File: src/rtl/touch_i2c_pkg.sv
// Shared types for the touch converter I2C slave.
// Assumes: nothing beyond the standard language.
package touch_i2c_pkg;

    // Transaction phases of the slave engine.
    typedef enum logic [3:0] {
        ST_IDLE,
        ST_ADDR,
        ST_ADDR_ACK,
        ST_CMD,
        ST_CMD_ACK,
        ST_STRETCH,
        ST_RD_BIT,
        ST_RD_ACK,
        ST_IGNORE
    } bus_state_t;

endpackage

File: src/rtl/tsi_line_sync.sv
// Synchronises SCL and SDA into the system clock.
// Flags SCL edges and START/STOP conditions.
// Assumes: the system clock is many times faster than SCL; the lines idle high.
module tsi_line_sync (
    input  logic clk,
    input  logic rst_n,
    input  logic scl_i,
    input  logic sda_i,
    output logic scl_s,
    output logic sda_s,
    output logic scl_rise,
    output logic scl_fall,
    output logic start_det,
    output logic stop_det
);
    logic scl_m, sda_m, scl_d, sda_d;

    // Two-flop synchroniser plus one delay stage for edge detection.
    always_ff @(posedge clk) begin
        if (!rst_n) begin
            {scl_m, scl_s, scl_d} <= 3'b111;
            {sda_m, sda_s, sda_d} <= 3'b111;
        end else begin
            {scl_m, scl_s, scl_d} <= {scl_i, scl_m, scl_s};
            {sda_m, sda_s, sda_d} <= {sda_i, sda_m, sda_s};
        end
    end

    // SCL edges and SDA transitions while SCL stays high.
    always_comb begin
        scl_rise  = scl_s & ~scl_d;
        scl_fall  = ~scl_s & scl_d;
        start_det = scl_s & scl_d & sda_d & ~sda_s;
        stop_det  = scl_s & scl_d & ~sda_d & sda_s;
    end
endmodule

File: src/rtl/tsi_addr_match.sv
// Compares a received address byte with the fixed prefix and the strap pins.
// Assumes: the prefix and pins together fill bits 7..1 and bit 0 is the direction.
module tsi_addr_match #(
    parameter int               PIN_W  = 2,
    parameter logic [6-PIN_W:0] PREFIX = 5'b10010
) (
    input  logic [7:0]       addr_byte,
    input  logic [PIN_W-1:0] pins,
    output logic             hit,
    output logic             rd
);
    // Match prefix and pins; bit 0 carries the direction.
    always_comb begin
        hit = (addr_byte[7:1] == {PREFIX, pins});
        rd  = addr_byte[0];
    end
endmodule

File: src/rtl/tsi_result_fmt.sv
// Splits a held result into the two left-justified bytes sent on reads.
// Assumes: 9 <= RES_W <= 16.
module tsi_result_fmt #(
    parameter int RES_W = 12
) (
    input  logic [RES_W-1:0] res,
    input  logic             mode8,
    output logic [7:0]       hi_byte,
    output logic [7:0]       lo_byte
);
    localparam int LO_BITS  = RES_W - 8;
    localparam int PAD_BITS = 8 - LO_BITS;

    // High byte always carries the top eight bits; low byte is blanked in 8-bit mode.
    always_comb begin
        hi_byte = res[RES_W-1 -: 8];
        lo_byte = mode8 ? 8'h00 : {res[LO_BITS-1:0], {PAD_BITS{1'b0}}};
    end
endmodule

File: src/rtl/touch_i2c_slave.sv
// I2C target front end for a touch-screen converter. It decodes the address,
// takes one command byte per write, strobes acquisition and conversion, and
// returns the held result on reads, stretching SCL until a result exists.
// Assumes: clk oversamples SCL by at least 8x; pads are open-drain, driven by the *_oe outputs.
module touch_i2c_slave
    import touch_i2c_pkg::*;
#(
    parameter int               RES_W       = 12,
    parameter int               PIN_W       = 2,
    parameter logic [6-PIN_W:0] ADDR_PREFIX = 5'b10010
) (
    input  logic             clk,
    input  logic             rst_n,
    input  logic             scl_i,
    input  logic             sda_i,
    input  logic [PIN_W-1:0] addr_pins,
    input  logic [RES_W-1:0] conv_result,
    input  logic             conv_done,
    output logic             scl_oe,
    output logic             sda_oe,
    output logic [3:0]       cmd_chan,
    output logic [1:0]       cmd_pd,
    output logic             cmd_8bit,
    output logic             acq_start,
    output logic             conv_start
);
    localparam int          BYTE_BITS = 8;
    localparam int          CNT_W     = $clog2(BYTE_BITS + 1);
    localparam logic [CNT_W-1:0] FULL = CNT_W'(BYTE_BITS);
    localparam logic [CNT_W-1:0] LAST = CNT_W'(BYTE_BITS - 1);

    logic             scl_s, sda_s, scl_rise, scl_fall, start_det, stop_det;
    bus_state_t       state;
    logic [7:0]       sh;
    logic [CNT_W-1:0] bit_cnt;
    logic             rw, mack, byte_sel;
    logic [RES_W-1:0] hold_q;
    logic             res_ready;
    logic             addr_hit, addr_rd;
    logic [7:0]       hi_byte, lo_byte, next_byte;
    logic             cmd_take;

    tsi_line_sync u_sync (
        .clk(clk), .rst_n(rst_n), .scl_i(scl_i), .sda_i(sda_i),
        .scl_s(scl_s), .sda_s(sda_s), .scl_rise(scl_rise), .scl_fall(scl_fall),
        .start_det(start_det), .stop_det(stop_det)
    );

    tsi_addr_match #(.PIN_W(PIN_W), .PREFIX(ADDR_PREFIX)) u_match (
        .addr_byte(sh), .pins(addr_pins), .hit(addr_hit), .rd(addr_rd)
    );

    tsi_result_fmt #(.RES_W(RES_W)) u_fmt (
        .res(hold_q), .mode8(cmd_8bit), .hi_byte(hi_byte), .lo_byte(lo_byte)
    );

    // Command byte complete, and the byte to load after a master ACK.
    always_comb begin
        cmd_take  = (state == ST_CMD) && scl_fall && (bit_cnt == FULL) && !start_det && !stop_det;
        next_byte = byte_sel ? hi_byte : lo_byte;
    end

    // Holding register: capture on done, invalidate when a new command arrives.
    always_ff @(posedge clk) begin
        if (!rst_n) begin
            hold_q    <= '0;
            res_ready <= 1'b0;
        end else if (cmd_take) begin
            res_ready <= 1'b0;
        end else if (conv_done) begin
            hold_q    <= conv_result;
            res_ready <= 1'b1;
        end
    end

    // Transaction engine: bus conditions first, then per-phase bit handling.
    always_ff @(posedge clk) begin
        if (!rst_n) begin
            state      <= ST_IDLE;
            sh         <= '0;
            bit_cnt    <= '0;
            rw         <= 1'b0;
            mack       <= 1'b0;
            byte_sel   <= 1'b0;
            sda_oe     <= 1'b0;
            scl_oe     <= 1'b0;
            cmd_chan   <= '0;
            cmd_pd     <= '0;
            cmd_8bit   <= 1'b0;
            acq_start  <= 1'b0;
            conv_start <= 1'b0;
        end else begin
            acq_start  <= 1'b0;
            conv_start <= 1'b0;
            if (start_det) begin
                state   <= ST_ADDR;
                bit_cnt <= '0;
                sda_oe  <= 1'b0;
                scl_oe  <= 1'b0;
            end else if (stop_det) begin
                state  <= ST_IDLE;
                sda_oe <= 1'b0;
                scl_oe <= 1'b0;
            end else begin
                case (state)
                    ST_ADDR, ST_CMD: begin
                        if (scl_rise) begin
                            sh      <= {sh[6:0], sda_s};
                            bit_cnt <= bit_cnt + 1'b1;
                        end
                        if (scl_fall && bit_cnt == FULL) begin
                            if (state == ST_CMD) begin
                                cmd_chan  <= sh[7:4];
                                cmd_pd    <= sh[3:2];
                                cmd_8bit  <= sh[1];
                                acq_start <= 1'b1;
                                sda_oe    <= 1'b1;
                                state     <= ST_CMD_ACK;
                            end else if (addr_hit) begin
                                rw     <= addr_rd;
                                sda_oe <= 1'b1;
                                state  <= ST_ADDR_ACK;
                            end else begin
                                state <= ST_IGNORE;
                            end
                        end
                    end
                    ST_ADDR_ACK: begin
                        if (scl_fall) begin
                            bit_cnt  <= '0;
                            byte_sel <= 1'b0;
                            if (!rw) begin
                                sda_oe <= 1'b0;
                                state  <= ST_CMD;
                            end else if (res_ready) begin
                                sh     <= hi_byte;
                                sda_oe <= ~hi_byte[7];
                                state  <= ST_RD_BIT;
                            end else begin
                                sda_oe <= 1'b0;
                                scl_oe <= 1'b1;
                                state  <= ST_STRETCH;
                            end
                        end
                    end
                    ST_CMD_ACK: begin
                        if (scl_fall) begin
                            sda_oe     <= 1'b0;
                            conv_start <= 1'b1;
                            state      <= ST_IGNORE;
                        end
                    end
                    ST_STRETCH: begin
                        if (res_ready) begin
                            sh     <= hi_byte;
                            sda_oe <= ~hi_byte[7];
                            state  <= ST_RD_BIT;
                        end
                    end
                    ST_RD_BIT: begin
                        scl_oe <= 1'b0;
                        if (scl_fall) begin
                            if (bit_cnt == LAST) begin
                                sda_oe <= 1'b0;
                                state  <= ST_RD_ACK;
                            end else begin
                                bit_cnt <= bit_cnt + 1'b1;
                                sh      <= {sh[6:0], 1'b0};
                                sda_oe  <= ~sh[6];
                            end
                        end
                    end
                    ST_RD_ACK: begin
                        if (scl_rise) mack <= ~sda_s;
                        if (scl_fall) begin
                            if (mack) begin
                                byte_sel <= ~byte_sel;
                                bit_cnt  <= '0;
                                sh       <= next_byte;
                                sda_oe   <= ~next_byte[7];
                                state    <= ST_RD_BIT;
                            end else begin
                                state <= ST_IGNORE;
                            end
                        end
                    end
                    default: ;
                endcase
            end
        end
    end

    AST_SDA_LAUNCH_LOW: assert property (@(posedge clk) disable iff (!rst_n)
        (sda_oe != $past(sda_oe)) |-> !$past(scl_s));
    AST_IDLE_RELEASED: assert property (@(posedge clk) disable iff (!rst_n)
        (state == ST_IDLE) |-> (!sda_oe && !scl_oe));
    AST_ACQ_PULSE: assert property (@(posedge clk) disable iff (!rst_n)
        acq_start |=> !acq_start && !conv_start);
    AST_STRETCH_EMPTY: assert property (@(posedge clk) disable iff (!rst_n)
        $rose(scl_oe) |-> !$past(res_ready));
    AST_STRETCH_FILLED: assert property (@(posedge clk) disable iff (!rst_n)
        $fell(scl_oe) |-> $past(res_ready));
endmodule

File: config.mk
export PLATFORM = sky130hd
export DESIGN_NAME = touch_i2c_slave
export DESIGN_NICKNAME = d
export VERILOG_FILES = /design/src/rtl/touch_i2c_pkg.sv /design/src/rtl/tsi_line_sync.sv /design/src/rtl/tsi_addr_match.sv /design/src/rtl/tsi_result_fmt.sv /design/src/rtl/touch_i2c_slave.sv
export SDC_FILE = /design/constraint.sdc
export NUM_CORES = 1
export LEC_CHECK = 0
export CORE_MARGIN = 2
export CORE_UTILIZATION = 45
export CTS_BUF_LIST = sky130_fd_sc_hd__clkbuf_4
export CTS_CLUSTER_SIZE = 14
export DETAILED_ROUTE_END_ITERATION = 8
export PLACE_DENSITY = 0.8
export SLEW_MARGIN = 10
export SYNTH_ARGS = -nofsm -noshare
export SYNTH_HDL_FRONTEND = slang
export SYNTH_SLANG_ARGS = --single-unit
File: constraint.sdc
create_clock -name clk -period 1.9 [get_ports clk]
set_clock_uncertainty 0.15 [all_clocks]
set_input_delay 0.285 -clock clk [delete_from_list [all_inputs] [get_ports clk]]
set_output_delay 0.285 -clock clk [all_outputs]
set_load 0.1 [all_outputs]
# Word level (Yosys, flattened, before mapping)
# Cells that the tools add are included.
word_totals:
  ff_bits: 49
  word_cells: 161
  out_inout_bits: 11
  inputBits: 19
classes:
  add_sub_neg: 1
  mux: 55
  n_eq_ne: 30
  n_reduce_logical: 30
  bitwise: 23
op_table:
  columns: ["operator", "count"]
  rows:
  - ["8-bit 2-to-1 mux", 10]
  - ["4-bit 2-to-1 mux", 16]
  - ["8-bit one-hot mux with 5 select lines", 1]
  - ["4-bit inequality test, second input constant", 7]
  - ["2-bit inequality test, second input constant", 12]
  - ["4-bit one-hot mux with 6 select lines", 1]
  - ["8-bit AND reduction", 3]
  - ["1-bit 2-to-1 mux", 21]
  - ["4-bit by 3-bit equality test with 1-bit output, second input constant", 5]
  - ["1-bit inverter", 16]
  - ["4-bit one-hot mux with 4 select lines", 1]
  - ["6-bit AND reduction", 2]
  - ["10-bit AND reduction", 1]
  - ["9-bit AND reduction", 1]
  - ["4-bit by 2-bit equality test with 1-bit output, second input constant", 2]
  - ["4-bit AND reduction", 2]
  - ["8-bit nonzero test", 1]
  - ["1-bit bitwise AND", 7]
  - ["7-bit equality test", 1]
  - ["1-bit one-hot mux with 6 select lines", 1]
  - ["6-bit nonzero test", 1]
  - ["2-bit OR reduction", 3]
  - ["1-bit logical AND", 5]
  - ["5-bit AND reduction", 1]
  - ["other kinds (15)", 18]

# Longest topological paths before layout
# Gate-level depths: netlist of the first run.
logic_depth:
  word_depth: 8
  ltp_mapped: 8
  mapped_depth_nobuf: 7

# By module
# Synthesis of the first run repeated with hierarchy kept, for this count alone.
unflattened:
  hier_cells: 300
  area_unflattened_um2: 2641.3
modules_own_cells:
  columns: ["module", "cells_per_inst", "instances", "area_per_inst_um2", "seq_area_each_um2"]
  rows:
  - ["touch_i2c_slave", 262, 1, 2283.4, 860.8]
  - ["tsi_line_sync", 16, 1, 190.2, 120.1]
  - ["tsi_result_fmt", 17, 1, 118.9, 0.0]
  - ["tsi_addr_match", 5, 1, 48.8, 0.0]

# Worst setup path before layout of the first run
# OpenSTA, ideal clock, no wires.
synth_path:
  kind: "flip-flop to flip-flop"
  from: "register cmd_8bit"
  to: "register sda_oe"
  path_slack_ps: -120
  path_stages_with_launch: 6
  path_buffers: 0
  setup_time_ps: 121
  arrival_time_ps: 1749
  synth_period_minus_slack_ps: 2020
  required_time_ps: 1629
  path_cell_list: "dfxtp_1 or3b_2 nand3b_1 o21a_1 a31oi_1 mux2_2"
synth_via:
  elab_chain_cells: 6
synth_lines:
  columns: ["element", "line_no", "text"]
  rows:
  - ["from (decl)", "touch_i2c_slave.sv:23", "output logic cmd_8bit,"]
  - ["from (signal assigned)", "touch_i2c_slave.sv:115", "cmd_8bit <= sh[1];"]
  - ["8-bit 2-to-1 mux", "tsi_result_fmt.sv:17", "lo_byte = mode8 ? 8'h00 : {res[LO_BITS-1:0], {PAD_BITS{1'b0}}};"]
  - ["8-bit 2-to-1 mux", "touch_i2c_slave.sv:60", "next_byte = byte_sel ? hi_byte : lo_byte;"]
  - ["1-bit inverter", "touch_i2c_slave.sv:180", "sda_oe <= ~next_byte[7];"]
  - ["1-bit 2-to-1 mux", "touch_i2c_slave.sv:176", "if (mack) begin"]
  - ["1-bit 2-to-1 mux", "touch_i2c_slave.sv:175", "if (scl_fall) begin"]
  - ["1-bit one-hot mux with 6 select lines", "touch_i2c_slave.sv:105", "case (state)"]
  - ["to (signal assigned)", "touch_i2c_slave.sv:137", "sda_oe <= ~hi_byte[7];"]
  - ["to (signal assigned)", "touch_i2c_slave.sv:169", "sda_oe <= ~sh[6];"]
  - ["to (signal assigned)", "touch_i2c_slave.sv:180", null]
  - ["to (decl)", "touch_i2c_slave.sv:20", "output logic sda_oe,"]
# Every way passes these cells. The select of a mux whose other input is x is not followed.
# A chain may end at the register's enable or synchronous reset.

# Worst setup path after layout of the first run
layout_path:
  from: "register bit_cnt[0]"
  to: "register sda_oe"
layout_via:
  elab_chain_cells: 4
  word_cells_on_any_way: 8
  classes_between: "eq/ne: 3; mux: 3; reduce/logical: 2"
layout_lines:
  columns: ["element", "line_no", "text"]
  rows:
  - ["from (decl)", "touch_i2c_slave.sv:35", "logic [CNT_W-1:0] bit_cnt;"]
  - ["from (signal assigned)", "touch_i2c_slave.sv:109", "bit_cnt <= bit_cnt + 1'b1;"]
  - ["from (signal assigned)", "touch_i2c_slave.sv:167", "bit_cnt <= bit_cnt + 1'b1;"]
  - ["4-bit by 3-bit equality test with 1-bit output or 4-bit equality test (tied branches)", "touch_i2c_slave.sv:163, touch_i2c_slave.sv:111", null]
  - ["1-bit 2-to-1 mux or 1-bit logical AND (tied branches)", "touch_i2c_slave.sv:163, touch_i2c_slave.sv:111", null]
  - ["1-bit 2-to-1 mux or 2-bit inequality test (tied branches)", null, null]
  - ["1-bit one-hot mux with 6 select lines or 9-bit AND reduction (tied branches)", null, null]
  - ["to (signal assigned)", "touch_i2c_slave.sv:156", "sda_oe <= ~hi_byte[7];"]
  - ["to (signal assigned)", "touch_i2c_slave.sv:169", null]
  - ["to (signal assigned)", "touch_i2c_slave.sv:180", null]
# Parallel ways exist; a longest one is shown, timed or not. The select of a mux whose other input is x is not followed.

==> impl_metrics.toml, run 1 <==
[timing]
period_needed_ps = 1950
drv_slew = 0
max_freq_mhz = 513
setup_tns_ps = -177
fin_ws_ps = -47.5
rsz0062_at_grt = "true"
worst_pin_slew_ps = 347
period_share = 1.02
slew_headroom = 0.769
final_hold_viol_count = 0
finalSetupViolCount = 5

[route]
final_antenna_net_count = 0
wire_per_inst_um = 16.3
via_per_inst = 5.87
drt_iter0_drc = 172
drc = 0
routed_wl_mm = 7.20
dr.pass1.iters = 5
via_count = 2602

[run]
max-cap-violations = 0

[setup_path]
worstSetupStartpointType = "flop"
worstPathRequired_ps = 2030
setup.worst_path.class = "reg2reg"
cp-end-kind = "flop"
path_max_fanout = 3
worstPathArrival_ps = 2080

[pwr]
leakagePower_nw = 1.40
irDropWorstVdd_uv = 424
power.density_mw_per_mm2 = 508

[final_layout]
post-route-util = 0.697
syn_to_final_growth_pct = 48.7
diodes = 0
nets = 393
final_layout_size_suffix_gt1_frac = 0.351

[grt]
grtUsageMet2 = 0.365
grt_use_met3 = 0.0424
busiest_layer = "met2"
grt_max_degree = 32
grt_pass1_vias = 2362
grt_overflow = 0
gr-usage-all-layers = 0.237
antenna_found_initial = 0
grt_first_pass_wirelength_mm = 11.4
grt_util_met1 = 0.335

[clocking]
clk_transition_reported_paths_ps = 160
htreeDepth = 2
cts_tree = "done"
clkLatencyLatePin_ps = 380
cts_root_buffer = "clkbuf_4"
cts_hold_buf = 0
cts_buffers = 5
ctsLongestPathBuffers = 2
clock_sinks = 49

[synth]
synthFlopType = "dfxtp_1"
async_reset_ff_frac = 0
syn_avg_cell_area_um2 = 8.40
yosysWarnings = 0
synth_top_area_frac = 0.407
syn_area_mm2 = 0.00241
netlist_instances = 287
synth_area_leaders = "dfxtp_1, a21oi_1, nand2_1"
yosys_register_bits = 49
synth_top_area_cell = "dfxtp_1"
synth_cell_types = 57
synth_nets = 308
ys_seq_area_frac = 0.407
synth_edf_count = 0

[placed_design]
hpwl_mm = 4.92
io_buffers = 29
place_congestion = 0.920

[floorplanning]
initial_core_util = 0.469
fp.dieW_um = 77.2
dieArea_mm2 = 0.00596
pin_count = 30
fp-row-count = 26
coreArea_mm2 = 0.00514
die_h_um = 77.2

[worst_hold_path]
hold_path_class = "reg2reg"

[outcome]
violations = "negative setup slack"
status = "finished with violations"
==> Yosys cell counts, types with 2 or more instances <==
cell type and n:
dfxtp_1 49, nand2_1 35, a21oi_1 31, nor2_1 24
nand3_1 17, nand2b_1 13, clkbuf_1 11, mux2i_1 9
inv_1 7, a211oi_1 6, nand3b_1 5, o21ai_0 5
a311oi_1 4, nand4b_1 4, a222oi_1 3, and2_1 3
buf_6 3, nor2b_1 3, nor3_1 3, o211ai_1 3
o22ai_1 3, a221oi_1 2, and3_1 2, ha_1 2
nand4_1 2, nor4_1 2, o221ai_1 2, o31ai_1 2
or2b_1 2, or3_1 2, xnor2_1 2
==> cells in the final DEF, fill, tap and decap left out, types with 7 or more instances in the layout <==
master            n
nor2_1           23
a21oi_2           7
nand2_1          33
nand2b_1         10
dfxtp_1          42
buf_6            10
mux2i_1           9
buf_4            52
a21oi_1          24
nand3_1          17
clkdlybuf4s50_1  18
buf_12           11
==> timing repair <==
item,4_1_cts,5_1_grt
pin swaps,11,9
gates cloned,0,1
setup endpoints to repair,35,24
buffers inserted,9,2
resized for setup,27,32
==> power breakdown <==
part	leakage, nW	internal [mW]	total [mW]	switching [mW]
Clock	0.0360	0.163	0.513	0.350
Sequential	0.403	1.06	1.08	0.0241
Combinational	0.960	0.121	0.226	0.105
==> registers in the layout, indices dropped and copies added, names as in the netlist, 2 cells and up <==
name,cells
hold_q,12
sh,8
bit_cnt,4
cmd_chan,4
state,4
cmd_pd,2
==> metal layers <==
layer / wire length (um) / vias to the layer above / part of all wire
li1: - / 1219 / -
met1: 3160 / 1222 / 0.44
met2: 3340 / 143 / 0.46
met3: 529 / 18 / 0.073
met4: 176 / 0 / 0.024
met5: 0 / - / 0
==> through the flow <==
stage | hold slack [ps] | power [mW] | instance area [um2] | worst slack [ps] | instances
2_1_floorplan | 236 | 1.20 | 2410 | 2.82 | 287
3_3_place_gp | 240 | 1.30 | 3220 | -81.8 | 424
3_5_place_dp | 258 | 1.30 | 3220 | -189 | 424
4_1_cts | 289 | 1.81 | 3430 | -49.3 | 441
5_1_grt | 299 | 1.88 | 3580 | -130 | 443
6_report | 284 | 1.82 | 3580 | -47.5 | 443
==> final cells by class <==
cell class / instances / area (um2)
repair buffers: 93 / 943
inverters: 8 / 30.0
fillers: 400 / 1560
flip-flops and latches: 49 / 997
clock inverters: 2 / 13.8
clock buffers: 6 / 45.0
well taps: 70 / 87.6
multi-input cells: 215 / 1470
==> worst max-delay path, stage by stage (launching register included) <==
cell	delay (ps)
dfxtp_4	390
inv_2	70
ha_4	120
and3b_2	210
and2_4	150
o211ai_1	100
a311oi_1	290
mux2_2	360
==> final timing paths <==
check,depth (start not counted),startpoint,slack [ps],end
setup / recovery,7,bit_cnt[0],-50,sda_oe
hold / removal,1,u_sync.scl_m,280,u_sync.scl_s
setup reg to reg,7,bit_cnt[0],-50,sda_oe
hold reg to reg,1,u_sync.scl_m,280,u_sync.scl_s
==> kinds of logic after synthesis <==
kind of cell    Yosys count  synth area share
compound gates           71             0.196
simple gates            129             0.288
xor+xnor                  3            0.0109
mux                      10            0.0420
flops                    49             0.407
fa+ha+maj                 2            0.0104
buf+inv                  23            0.0457
Note: power is estimated with default switching activity, not from simulation.
==> run 2, diff against run 1 <==
RECOVER_POWER = 25   (was not set)
SYNTH_HIERARCHICAL = 1   (was not set)
==> run 2 against run 1 <==
The run still ends with negative setup slack left; clock-buffer cell count decreased by 1; synthesized area increased by 9.5%; register-to-register slack about the same; cell area decreased by 0.17%; critical path type unchanged.
==> impl_metrics.toml, run 2 <==
[floorplanning]
pin_count = 30
initial_core_util = 0.474
coreArea_mm2 = 0.00557
die_h_um = 80.6
dieArea_mm2 = 0.00650
fp.dieW_um = 80.6
fp-row-count = 27

[setup_path]
critPathTopFamily = "simple AND/OR/NAND/NOR gates"
worstPathArrival_ps = 2090
crit_buf_inv = 3
worstPathRequired_ps = 2040
crit_chain = "nor2b_4 -> buf_4 -> buf_4 -> nand4_1 -> nand2_2 -> buf_12 -> mux2i_2 -> nor2_1"
cpPeakStageDelay_ps = 380
setup.worst_path.class = "reg2reg"
cp_slowest_cell = "dfxtp_2"
cp-end-kind = "flop"
crit_top_cell = "buf_4"
path_max_fanout = 12
worstSetupStartpointType = "flop"

[clocking]
cts_tree = "done"
cts_root_buffer = "clkbuf_4"
cts_buffers = 5
htreeDepth = 2
clkLatencyLatePin_ps = 380
clock_sinks = 49
ctsLongestPathBuffers = 2
cts_hold_buf = 0
clk_transition_reported_paths_ps = 170

[synth]
yosys-top-cells-count = "dfxtp_1, nor2_1, a21oi_1, mux2i_1, buf_4"
syn_avg_cell_area_um2 = 8.80
async_reset_ff_frac = 0
synth_edf_count = 0
synth_top_area_cell = "dfxtp_1"
synthFlopType = "dfxtp_1"
synth_top_area_frac = 0.371
ys_seq_area_frac = 0.371
synth_cell_types = 55
synth_area_leaders = "dfxtp_1, mux2i_1, buf_4"
syn_area_mm2 = 0.00264
synth_most_common_cell = "dfxtp_1"
yosys_register_bits = 49
yosysWarnings = 6
netlist_instances = 300

[run]
max-cap-violations = 0

[route]
drt_iter0_drc = 290
drc = 0
wire_per_inst_um = 16.8
via_per_inst = 5.83
via_count = 2554
routed_wl_mm = 7.37
dr.pass1.iters = 7
final_antenna_net_count = 0

[timing]
worst_pin_slew_ps = 541
fin_ws_ps = -46.8
period_share = 1.02
period_needed_ps = 1950
rsz0062_at_grt = "true"
max_freq_mhz = 514
drv_slew = 0
slew_headroom = 0.641
finalSetupViolCount = 14
final_hold_viol_count = 0
setup_tns_ps = -349

[final_layout]
post-route-util = 0.642
final_common_cell = "buf_4"
final_layout_size_suffix_gt1_frac = 0.333
diodes = 0
max_flop_register = "hold_q"
syn_to_final_growth_pct = 35.5
final_cell_mix = "buf_4, dfxtp_1, nor2_1"
fill_cells = 449
top_regs = "hold_q (12), sh (8)"
nets = 386
final_area_mm2 = 0.00358
largest_register_ffs = 12

[grt]
gr-usage-all-layers = 0.229
grt_overflow = 0
antenna_found_initial = 0
grt_pass1_vias = 2426
grt_first_pass_wirelength_mm = 11.6
grt_max_degree = 18

[placed_design]
hpwl_mm = 5.28
place_congestion = 0.949
dpl_cell_area_mm2 = 0.00334
io_buffers = 29

[pwr]
irDropWorstVdd_uv = 510
leakagePower_nw = 1.38
power.density_mw_per_mm2 = 567
finalPower_mw = 2.03

[outcome]
violations = "negative setup slack"
status = "finished with violations"

[worst_hold_path]
hold_path_class = "reg2reg"
## run 2: through the flow
| stage | hold WS, ps | setup WS, ps | instances |
|---|---|---|---|
| 3_5_place_dp | 250 | -163 | 424 |
| 5_1_grt | 302 | -108 | 438 |
| 2_1_floorplan | 208 | 9.58 | 303 |
| 3_3_place_gp | 239 | -98.5 | 424 |
| 6_report | 281 | -46.8 | 438 |
| 4_1_cts | 284 | -20.4 | 433 |
## run 2: timing repair
item | 4_1_cts | 5_1_grt
resized for setup | 8 | 47
setup endpoints to repair | 32 | 37
buffers inserted | 1 | 5
pin swaps | 0 | 15
## run 2: report_power, final
| part | internal [mW] | switching (mW) |
|---|---|---|
| logic | 0.197 | 0.198 |
| registers | 1.07 | 0.0376 |
| clock network | 0.154 | 0.375 |
| total | 1.42 | 0.611 |
## run 2: routing by layer
metal	vias to the layer above	global-route usage	wire, um
met5	-	0	0
met4	0	0.0695	165
met3	26	0.0348	474
met2	121	0.375	3550
met1	1195	0.310	3180
li1	1212	-	-
## run 2: cells by family after synthesis
kind of cell,count (synthesis),share of synthesized area
buffers and inverters,40,0.0872
adders and majority gates,2,0.00947
muxes,17,0.0644
AOI/OAI and AO/OA,80,0.227
DFF,49,0.371
other,1,0.00142
and+or+nand+nor,109,0.232
xor gates and xnor gates,2,0.00663
## run 2: layout make-up
cell class	count	area, um2	share of cell area
timing repair buffer	85	783	0.219
clock inverter	3	26.3	0.00734
multi-input combinational	214	1600	0.448
tap	72	90.1	0.0252
clock buffer	5	37.5	0.0105
inverter	10	37.5	0.0105
sequential	49	1000	0.280
## run 2: final timing paths
check / startpoint / to / slack, ps / depth (start not counted)
min reg2reg: u_sync/scl_m / u_sync/scl_s / 280 / 1
min: u_sync/scl_m / u_sync/scl_s / 280 / 1
max: u_sync/scl_d / hold_q[6] / -50 / 8
max reg2reg: u_sync/scl_d / hold_q[6] / -50 / 8
